===== src/rtl/cache_pkg.sv =====
package cache_pkg;

  typedef enum logic [1:0] {
    ST_IDLE     = 2'd0,
    ST_FETCH    = 2'd1,
    ST_WAITLINE = 2'd2,
    ST_DONE     = 2'd3
  } ctrl_state_t;

  // strobes from control to datapath
  typedef struct packed {
    logic latchMiss;  // capture missing read address
    logic fillLine;   // store returned line, load requested byte
    logic writeByte;  // patch one byte of held line
    logic loadHit;    // load hit byte into read register
  } dp_ctl_t;

endpackage


===== src/rtl/cache_dp.sv =====
module cache_dp
  import cache_pkg::*;
#(
  parameter int ADDR_W     = 16,
  parameter int LINE_BYTES = 16
) (
  input  logic                    clk,
  input  logic                    rstN,
  input  dp_ctl_t                 ctl,
  input  logic [ADDR_W-1:0]       cpuAddr,
  input  logic [7:0]              cpuWrData,
  input  logic [8*LINE_BYTES-1:0] memRdLine,
  output logic                    lineHit,
  output logic [ADDR_W-1:0]       missAddr,
  output logic [7:0]              rdData
);

  localparam int OFF_W = $clog2(LINE_BYTES);
  localparam int TAG_W = ADDR_W - OFF_W;

  logic                    lineValid;
  logic [TAG_W-1:0]        lineTag;
  logic [8*LINE_BYTES-1:0] lineVec;
  logic [OFF_W-1:0]        cpuOff;
  logic [OFF_W-1:0]        missOff;

  assign cpuOff  = cpuAddr[OFF_W-1:0];
  assign missOff = missAddr[OFF_W-1:0];
  assign lineHit = lineValid && (lineTag == cpuAddr[ADDR_W-1:OFF_W]);

  // one storage lane per byte of the line
  for (genvar b = 0; b < LINE_BYTES; b++) begin : g_lane
    logic [7:0] laneQ;
    always_ff @(posedge clk) begin
      if (ctl.fillLine)
        laneQ <= memRdLine[8*b +: 8];
      else if (ctl.writeByte && cpuOff == OFF_W'(b))
        laneQ <= cpuWrData;
    end
    assign lineVec[8*b +: 8] = laneQ;
  end

  always_ff @(posedge clk) begin
    if (!rstN) begin
      lineValid <= 1'b0;
      lineTag   <= '0;
      missAddr  <= '0;
      rdData    <= '0;
    end else begin
      if (ctl.latchMiss) missAddr <= cpuAddr;
      if (ctl.fillLine) begin
        lineValid <= 1'b1;
        lineTag   <= missAddr[ADDR_W-1:OFF_W];
        rdData    <= memRdLine[8*missOff +: 8];
      end else if (ctl.loadHit) begin
        rdData    <= lineVec[8*cpuOff +: 8];
      end
    end
  end

endmodule


===== src/rtl/cache_ctrl.sv =====
module cache_ctrl
  import cache_pkg::*;
(
  input  logic        clk,
  input  logic        rstN,
  input  logic        cpuRdReq,
  input  logic        cpuWrReq,
  input  logic        lineHit,
  input  logic        memBusy,
  input  logic        memRdValid,
  output dp_ctl_t     ctl,
  output ctrl_state_t ctrlState,
  output logic        cpuWait,
  output logic        cpuRdReady,
  output logic        memReq,
  output logic        memWrite,
  output logic        selFetch
);

  ctrl_state_t nextState;

  always_comb begin
    ctl       = '0;
    nextState = ctrlState;
    cpuWait   = 1'b0;
    memReq    = 1'b0;
    memWrite  = 1'b0;
    selFetch  = 1'b0;
    unique case (ctrlState)
      ST_IDLE: begin
        if (cpuRdReq) begin
          cpuWait       = !lineHit;
          ctl.loadHit   = lineHit;
          ctl.latchMiss = !lineHit;
          if (!lineHit) nextState = ST_FETCH;
        end else if (cpuWrReq) begin
          cpuWait = memBusy;
          if (!memBusy) begin
            memReq        = 1'b1;
            memWrite      = 1'b1;
            ctl.writeByte = lineHit;
          end
        end
      end
      ST_FETCH: begin
        cpuWait  = 1'b1;
        selFetch = 1'b1;
        memReq   = !memBusy;
        if (!memBusy) nextState = ST_WAITLINE;
      end
      ST_WAITLINE: begin
        cpuWait = 1'b1;
        if (memRdValid) begin
          ctl.fillLine = 1'b1;
          nextState    = ST_DONE;
        end
      end
      ST_DONE: begin
        // pending read is answered here; a write waits one more cycle
        cpuWait   = cpuWrReq;
        nextState = ST_IDLE;
      end
      default: nextState = ST_IDLE;
    endcase
  end

  always_ff @(posedge clk) begin
    if (!rstN) begin
      ctrlState  <= ST_IDLE;
      cpuRdReady <= 1'b0;
    end else begin
      ctrlState  <= nextState;
      cpuRdReady <= ctl.loadHit | ctl.fillLine;
    end
  end

endmodule


===== src/rtl/byte_line_cache.sv =====
module byte_line_cache
  import cache_pkg::*;
#(
  parameter int ADDR_W     = 16,
  parameter int LINE_BYTES = 16
) (
  input  logic                    clk,
  input  logic                    rstN,
  input  logic                    cpuRdReq,
  input  logic                    cpuWrReq,
  input  logic [ADDR_W-1:0]       cpuAddr,
  input  logic [7:0]              cpuWrData,
  output logic                    cpuWait,
  output logic                    cpuRdReady,
  output logic [7:0]              cpuRdData,
  output logic                    memReq,
  output logic                    memWrite,
  output logic [ADDR_W-1:0]       memAddr,
  output logic [7:0]              memWrData,
  input  logic                    memBusy,
  input  logic                    memRdValid,
  input  logic [8*LINE_BYTES-1:0] memRdLine,
  output logic                    mirWe,
  output logic [ADDR_W-1:0]       mirAddr,
  output logic [7:0]              mirData
);

  localparam int OFF_W = $clog2(LINE_BYTES);

  dp_ctl_t           dpCtl;
  ctrl_state_t       ctrlState;
  logic              lineHit;
  logic              selFetch;
  logic [ADDR_W-1:0] missAddr;

  cache_ctrl u_ctrl (
    .clk        (clk),
    .rstN       (rstN),
    .cpuRdReq   (cpuRdReq),
    .cpuWrReq   (cpuWrReq),
    .lineHit    (lineHit),
    .memBusy    (memBusy),
    .memRdValid (memRdValid),
    .ctl        (dpCtl),
    .ctrlState  (ctrlState),
    .cpuWait    (cpuWait),
    .cpuRdReady (cpuRdReady),
    .memReq     (memReq),
    .memWrite   (memWrite),
    .selFetch   (selFetch)
  );

  cache_dp #(.ADDR_W(ADDR_W), .LINE_BYTES(LINE_BYTES)) u_dp (
    .clk       (clk),
    .rstN      (rstN),
    .ctl       (dpCtl),
    .cpuAddr   (cpuAddr),
    .cpuWrData (cpuWrData),
    .memRdLine (memRdLine),
    .lineHit   (lineHit),
    .missAddr  (missAddr),
    .rdData    (cpuRdData)
  );

  assign memAddr   = selFetch ? {missAddr[ADDR_W-1:OFF_W], {OFF_W{1'b0}}} : cpuAddr;
  assign memWrData = cpuWrData;
  assign mirWe     = memReq & memWrite;
  assign mirAddr   = cpuAddr;
  assign mirData   = cpuWrData;

endmodule


===== config.mk =====
export PLATFORM = sky130hd
export DESIGN_NAME = byte_line_cache
export DESIGN_NICKNAME = d
export VERILOG_FILES = /design/src/rtl/cache_pkg.sv /design/src/rtl/cache_dp.sv /design/src/rtl/cache_ctrl.sv /design/src/rtl/byte_line_cache.sv
export SDC_FILE = /design/constraint.sdc
export NUM_CORES = 1
export LEC_CHECK = 0
export ABC_AREA = 1
export ABC_CLOCK_PERIOD_IN_PS = 4280
export BUFFER_PORTS_ARGS = -buffer_cell sky130_fd_sc_hd__clkbuf_2
export CELL_PAD_IN_SITES_DETAIL_PLACEMENT = 1
export CELL_PAD_IN_SITES_GLOBAL_PLACEMENT = 2
export CORE_MARGIN = 2
export CORE_UTILIZATION = 33
export DETAILED_ROUTE_END_ITERATION = 8
export PLACE_DENSITY = 0.95
export SYNTH_ARGS = -nofsm -noshare
export SYNTH_HDL_FRONTEND = slang
export SYNTH_SLANG_ARGS = --single-unit

===== constraint.sdc =====
create_clock -name clk -period 4.28 [get_ports clk]
set_input_delay 0 -clock clk [delete_from_list [all_inputs] [get_ports clk]]
set_output_delay 0 -clock clk [all_outputs]
set_load 0.05 [all_outputs]

Yosys cells after proc, flatten, opt, wreduce, memory -nomap -nowiden. Cells that the tools add are included.

Equal/unequal tests: 23. Bitwise gates (word level): 2. Reductions and logical operators: 40. Multiplexer cells: 58. Shifts and indexed selects: 2.

Operators with widths (number): two-way mux 8 bit (34); variable part select 128 x 8 -> 8 bit (2); nonzero test 2 bit (17); equality test 4 bit (second input constant) (8); logical AND 1 bit (17); equality test 4 x 3 -> 1 bit (second input constant) (4); two-way mux 16 bit (1); two-way mux 1 bit (15); equality test 12 bit (1); two-way mux 2 bit (5); equality test 4 x 2 -> 1 bit (second input constant) (2); != test 2 bit (second input constant) (4); one-hot mux 2 bit (4 select lines) (1); equality test 2 bit (second input constant) (2); equality test 4 x 1 -> 1 bit (second input constant) (1); zero test 4 bit (1); AND reduction 4 bit (1); one-hot mux 1 bit (3 select lines) (1); equality test 2 x 1 -> 1 bit (second input constant) (1); zero test 1 bit (2); zero test 2 bit (1); one-hot mux 1 bit (2 select lines) (1); OR reduction 2 bit (1); bitwise AND 1 bit (1); OR 1 bit (1).

Logic and storage cells: 147. Flip-flop bits (word level): 168. Input bits: 158. Output and inout bits: 61.

Logic depth before layout (Yosys ltp).
Depth in word-level cells: 9. Gate-level depth with buffers: 14. Mapped depth without buffers: 11.

By module. A second synthesis with hierarchy kept.

Cells, all modules: 1404. Area, all modules: 10137.2 um^2.

Modules (own cells, without submodules): cache_dp (instances 1, cells each 1269, area each 9365.2 um^2, sequential area each 4584.4 um^2); byte_line_cache (instances 1, cells each 82, area each 449.2 um^2, sequential area each 0.0 um^2); cache_ctrl (instances 1, cells each 53, area each 322.8 um^2, sequential area each 60.1 um^2).

Least setup slack after synthesis. OpenSTA, ideal clock, no wires.

Path type: reg2reg. Start: reg u_ctrl.ctrlState[0]. End: reg u_dp.g_lane[11].laneQ[0] (enable). Path buffers: 1. Clock period less this slack: 2917 ps. Library setup time: 384 ps. Data required time: 3896 ps. Data arrival time: 2533 ps. Slack: 1363 ps. Cell stages (with the launch flop): 8. Cell sequence: dfxtp_1 -> inv_1 -> ha_1 -> nand3_1 -> nor2_1 -> nand3_2 -> buf_2 -> o21ai_0.

Cells in the longest elaborated chain, start to end: 4. Elaborated cells between the ends (all ways): 6. Those cells by class: 1 x eq/ne; 2 x mux; 3 x reduce/logical.

Ends and longest elaborated chain: start: declaration (line cache_ctrl.sv:12) `output ctrl_state_t ctrlState,`; start signal: assignment (line cache_ctrl.sv:72) `ctrlState <= nextState;`; zero test 2 bit (line cache_ctrl.sv:29) `unique case (ctrlState)`; two-way mux 2 bit (line cache_ctrl.sv:29); logical AND 1 bit (line cache_dp.sv:37) `else if (ctl.writeByte && cpuOff == OFF_W'(b))`; nonzero test 2 bit (no line) (*); end signal: assignment (line cache_dp.sv:36) `laneQ <= memRdLine[8*b +: 8];`; end signal: assignment (line cache_dp.sv:38) `laneQ <= cpuWrData;`; end: declaration (line cache_dp.sv:33) `logic [7:0] laneQ;`.

Every way passes the cells marked *; elsewhere a longest branch is shown, timed or not. A chain may end at the register's enable or synchronous reset.

Final worst setup path.
Start: reg u_ctrl.ctrlState[0]. End: reg u_dp.g_lane[12].laneQ[7] (enable).

Cells in the longest elaborated chain, start to end: 4. Elaborated cells between the ends (all ways): 6. Those cells by class: 1 x eq/ne; 2 x mux; 3 x reduce/logical.

Ends and longest elaborated chain (line): zero test 2 bit (cache_ctrl.sv:29); two-way mux 2 bit (cache_ctrl.sv:29); logical AND 1 bit (cache_dp.sv:37); nonzero test 2 bit (no line) (*); end signal: assignment (cache_dp.sv:36); end signal: assignment (cache_dp.sv:38); end: declaration (cache_dp.sv:33).

Marks and branches as above.

==> impl_results.md <==
* Final hold vios at 0
* Die boundary width at 180 um
* Worst clock skew on the final layout at 0.0157 ns
* Root buffer cell: sky130_fd_sc_hd__clkbuf_16
* Unrepaired setup endpoints after global routing: false
* Clock buffers created by TritonCTS at 17
* CTS clk-pin slew, worst paths at 0.07 ns
* Cell Area, Synth at 10200 um^2
* Clock latency reported for the late side of the worst-skew pair at 0.44 ns
* Slowest cell delay on critical path at 1.13 ns
* Portion of total power attributed to the clock network at 27.7%
* Leading area contributor after synthesis: sky130_fd_sc_hd__edfxtp_1
* Count of final setup violators at 0
* Startpoint-to-endpoint class of the critical path: reg2reg
* Sw Ratio at 40.6%
* Post-synth net total at 1640
* Worst voltage drop across the vdd grid at 0.291 mV
* Max Freq at 0.331 GHz
* Number of H-tree levels at 4
* IO Count at 219
* Setup total negative slack at 0 ns
* Global-route wire length before repair at 65.6 mm
* Iter 0 DRT Violations at 870
* Count of antenna-violating nets left after detailed routing at 0
* Floorplan die area at 32400 um^2
* Cell Area, Placed at 11200 um^2
* Number of remaining DRC errors at 0
* Number of global-route vias before repair at 11.7k
* Minimum clock period at 3.02 ns
* Gate power share at 36.6%
* HPWL after DPL at 29.5 mm
* Total wire length at 42.6 mm
* Final #Nets at 1910
* Slowest cell on crit path: sky130_fd_sc_hd__o21ai_0
* Startpoint of the tightest hold check path: memRdLine[0]
* Number of slew-limit violations in the final report at 0
* Number of maximum-capacitance constraint violations at 0
* Worst hold slack across all endpoints at 0.0405 ns
* Run status: finished, final reports clean
* Proportion of synthesized flip-flops having asynchronous set or reset at 0%
* Library cells used by synthesis at 27
* Pwr Density at 462 nW/um^2
* TritonCTS clock tree: done
* Startpoint class of the critical path: register
* Number of sinks on the clock net at 168
* Area of the placeable core at 30600 um^2
* Initial Util at 33.4%
* Port-buffer cells at 218
* Average routed wire per standard cell at 19.8 um
* Count leader, synth: sky130_fd_sc_hd__nand2_1
* Post-Synthesis Mean Instance Area at 6.92 um^2
* Minimum setup slack among reg-to-reg paths at 1.26 ns
* TritonRoute pass-1 iters at 5
* Critical path endpoint category: register
* Path depth of the worst reg2reg path at 6
* Height of the die at 180 um
* Synth area leaders: sky130_fd_sc_hd__edfxtp_1 (38%), sky130_fd_sc_hd__nand2_1 (31%), sky130_fd_sc_hd__dfxtp_1 (7.8%), sky130_fd_sc_hd__nand3_1 (7.1%), sky130_fd_sc_hd__buf_4 (2.6%)
* Number of buffers between clock root and the deepest sink at 2
* # diodes at 0
* Global route overflow at 0
* Detailed-route via count at 11.0k
* Worst reg2reg endpoint: u_dp.g_lane[12].laneQ[7]
* Fraction of layout instances using a drive strength above 1 at 16.9%
* Initial antenna violation count at 0
* Required time at the worst-slack endpoint at 4.33 ns
* Worst hold path type: in2reg
* Top cells by count, synth: sky130_fd_sc_hd__nand2_1 (837), sky130_fd_sc_hd__nand3_1 (146), sky130_fd_sc_hd__edfxtp_1 (128), sky130_fd_sc_hd__inv_1 (46), sky130_fd_sc_hd__o21ai_0 (44)
* Leakage component of the power at 0.00621 uW
* Top cell type's share of synthesized area at 37.6%
* Final weighted congestion of routability-driven global placement at 0.888
* Number of rows in the core area at 64
* Measured slew at the worst slew-check pin at 1.23 ns
* Combined global-route utilization of all metal layers at 26.0%
* Post-CTS Resized at 0
* Primary FF master, synth: sky130_fd_sc_hd__edfxtp_1
* Warnings from Yosys at 0
* Internal Dissipation at 3660 uW
* Number of buffers added to fix hold violations after cts at 142
* Number of buffers inserted by post-CTS setup repair at 0
* Worst path arrival time at 3.07 ns
* Total of flip-flops plus latches after synthesis at 168
* Share of the yosys chip area belonging to registers at 45.4%
* Hold-critical path endpoint: u_dp.g_lane[0].laneQ[0]
* Critical path cell sequence: inv_1 -> ha_1 -> nand3_1 -> nor2_1 -> nand3_2 -> o21ai_0
* Worst flop-to-flop path startpoint: u_ctrl.ctrlState[0]
* Sw Pwr at 2500 uW
* Mapped Cells at 1478
* Pin count of the biggest net entering global routing at 82
* Routed via count divided by cell count at 5.08
* Post-route cell area at 13300 um^2
* Min-Delay Path Depth at 3
* Biggest fanout along the worst timing path at 16
* Number of enable-type register cells in the synthesized netlist at 128
* Area Growth Syn to Fin at 30.2%
* Worst slew slack as a fraction of its limit at 16.9%
* Sequential fraction of design power at 35.7%
* Crit share post-route at 70.5%
logic make-up after synthesis:
family,share of synthesized area (%)
compound gates,4.58
fa+ha+maj,0.489
buf+inv,8.75
flops,45.4
simple gates,40.8
critical path, delay by kind of cell, from the launching register on:
family / cells / cell delay [ns]
buf+inv: 1 / 0.10
flops: 1 / 0.33
fa+ha+maj: 1 / 0.27
simple gates: 3 / 0.80
compound gates: 1 / 1.13
per-layer routing:
metal  up-vias  part of all wire (%)  GRT usage, %
met3        80                   6.7          4.16
met2       434                    47          43.4
li1       5196                     -             -
met4         0                   3.6          9.90
met1      5257                    43          34.0
met5         -                     0             0
registers in the layout, summed over array words and instances, names as in the netlist:
register / count
u_dp.missAddr: 16
u_dp.rdData: 8
u_ctrl.ctrlState: 2
u_dp.g_lane.laneQ: 128
u_ctrl.cpuRdReady: 1
u_dp.lineValid: 1
u_dp.lineTag: 12
cells in the final DEF, fill, tap and decap left out, types with 4 or more instances in the layout:
cell	n
sky130_fd_sc_hd__nand3_1	146
sky130_fd_sc_hd__clkbuf_16	17
sky130_fd_sc_hd__nor2_1	42
sky130_fd_sc_hd__edfxtp_1	128
sky130_fd_sc_hd__dlygate4sd3_1	142
sky130_fd_sc_hd__inv_1	46
sky130_fd_sc_hd__clkbuf_2	218
sky130_fd_sc_hd__inv_8	5
sky130_fd_sc_hd__a21oi_2	9
sky130_fd_sc_hd__buf_4	11
sky130_fd_sc_hd__o21ai_0	44
sky130_fd_sc_hd__nand2_2	11
sky130_fd_sc_hd__a21oi_1	29
sky130_fd_sc_hd__inv_2	8
sky130_fd_sc_hd__nand2_1	836
sky130_fd_sc_hd__ha_1	4
sky130_fd_sc_hd__dfxtp_1	39
per-stage QoR:
| step | utilization (%) | total power, uW | setup WS [ns] | instances |
|---|---|---|---|---|
| after CTS | 43.5 | 6150 | 1.26 | 2157 |
| final | 43.5 | 6160 | 1.26 | 2157 |
| after global placement | 36.7 | 4270 | 1.45 | 1983 |
| after global routing | 43.5 | 6460 | 1.04 | 2157 |
| after detailed placement | 36.7 | 4340 | 1.15 | 1983 |
| after floorplan | - | 3650 | 1.36 | 1478 |
area by class of cell:
type / instances / area (um^2)
fillers: 3903 / 17300
flip-flops and latches: 168 / 4650
clock inverters: 15 / 229
clock buffers: 17 / 425
repair buffers: 372 / 2620
multi-input cells: 1132 / 4690
well taps: 396 / 495
inverters: 57 / 215
power groups by stage:
stage | clock, uW | sequential (uW) | combinational [uW]
2_1_floorplan | 0 | 2230 | 1420
3_3_place_gp | 0 | 2220 | 2060
3_5_place_dp | 0 | 2230 | 2110
4_1_cts | 1720 | 2200 | 2230
5_1_grt | 1780 | 2220 | 2460
6_report | 1710 | 2200 | 2250
worst max path at each step:
stage | start | endpoint | slack (ns) | cells after the start
after floorplan | u_ctrl.ctrlState[0] | u_dp.g_lane[11].laneQ[0] | 1.36 | 7
after global placement | cpuAddr[1] | u_dp.g_lane[14].laneQ[3] | 1.45 | 5
after detailed placement | cpuAddr[1] | u_dp.g_lane[6].laneQ[3] | 1.15 | 5
after CTS | u_ctrl.ctrlState[0] | u_dp.g_lane[8].laneQ[6] | 1.26 | 6
after global routing | u_ctrl.ctrlState[1] | u_dp.g_lane[12].laneQ[0] | 1.04 | 6
final | u_ctrl.ctrlState[0] | u_dp.g_lane[12].laneQ[7] | 1.26 | 6
No activity file was read; power rests on OpenSTA's default activity.
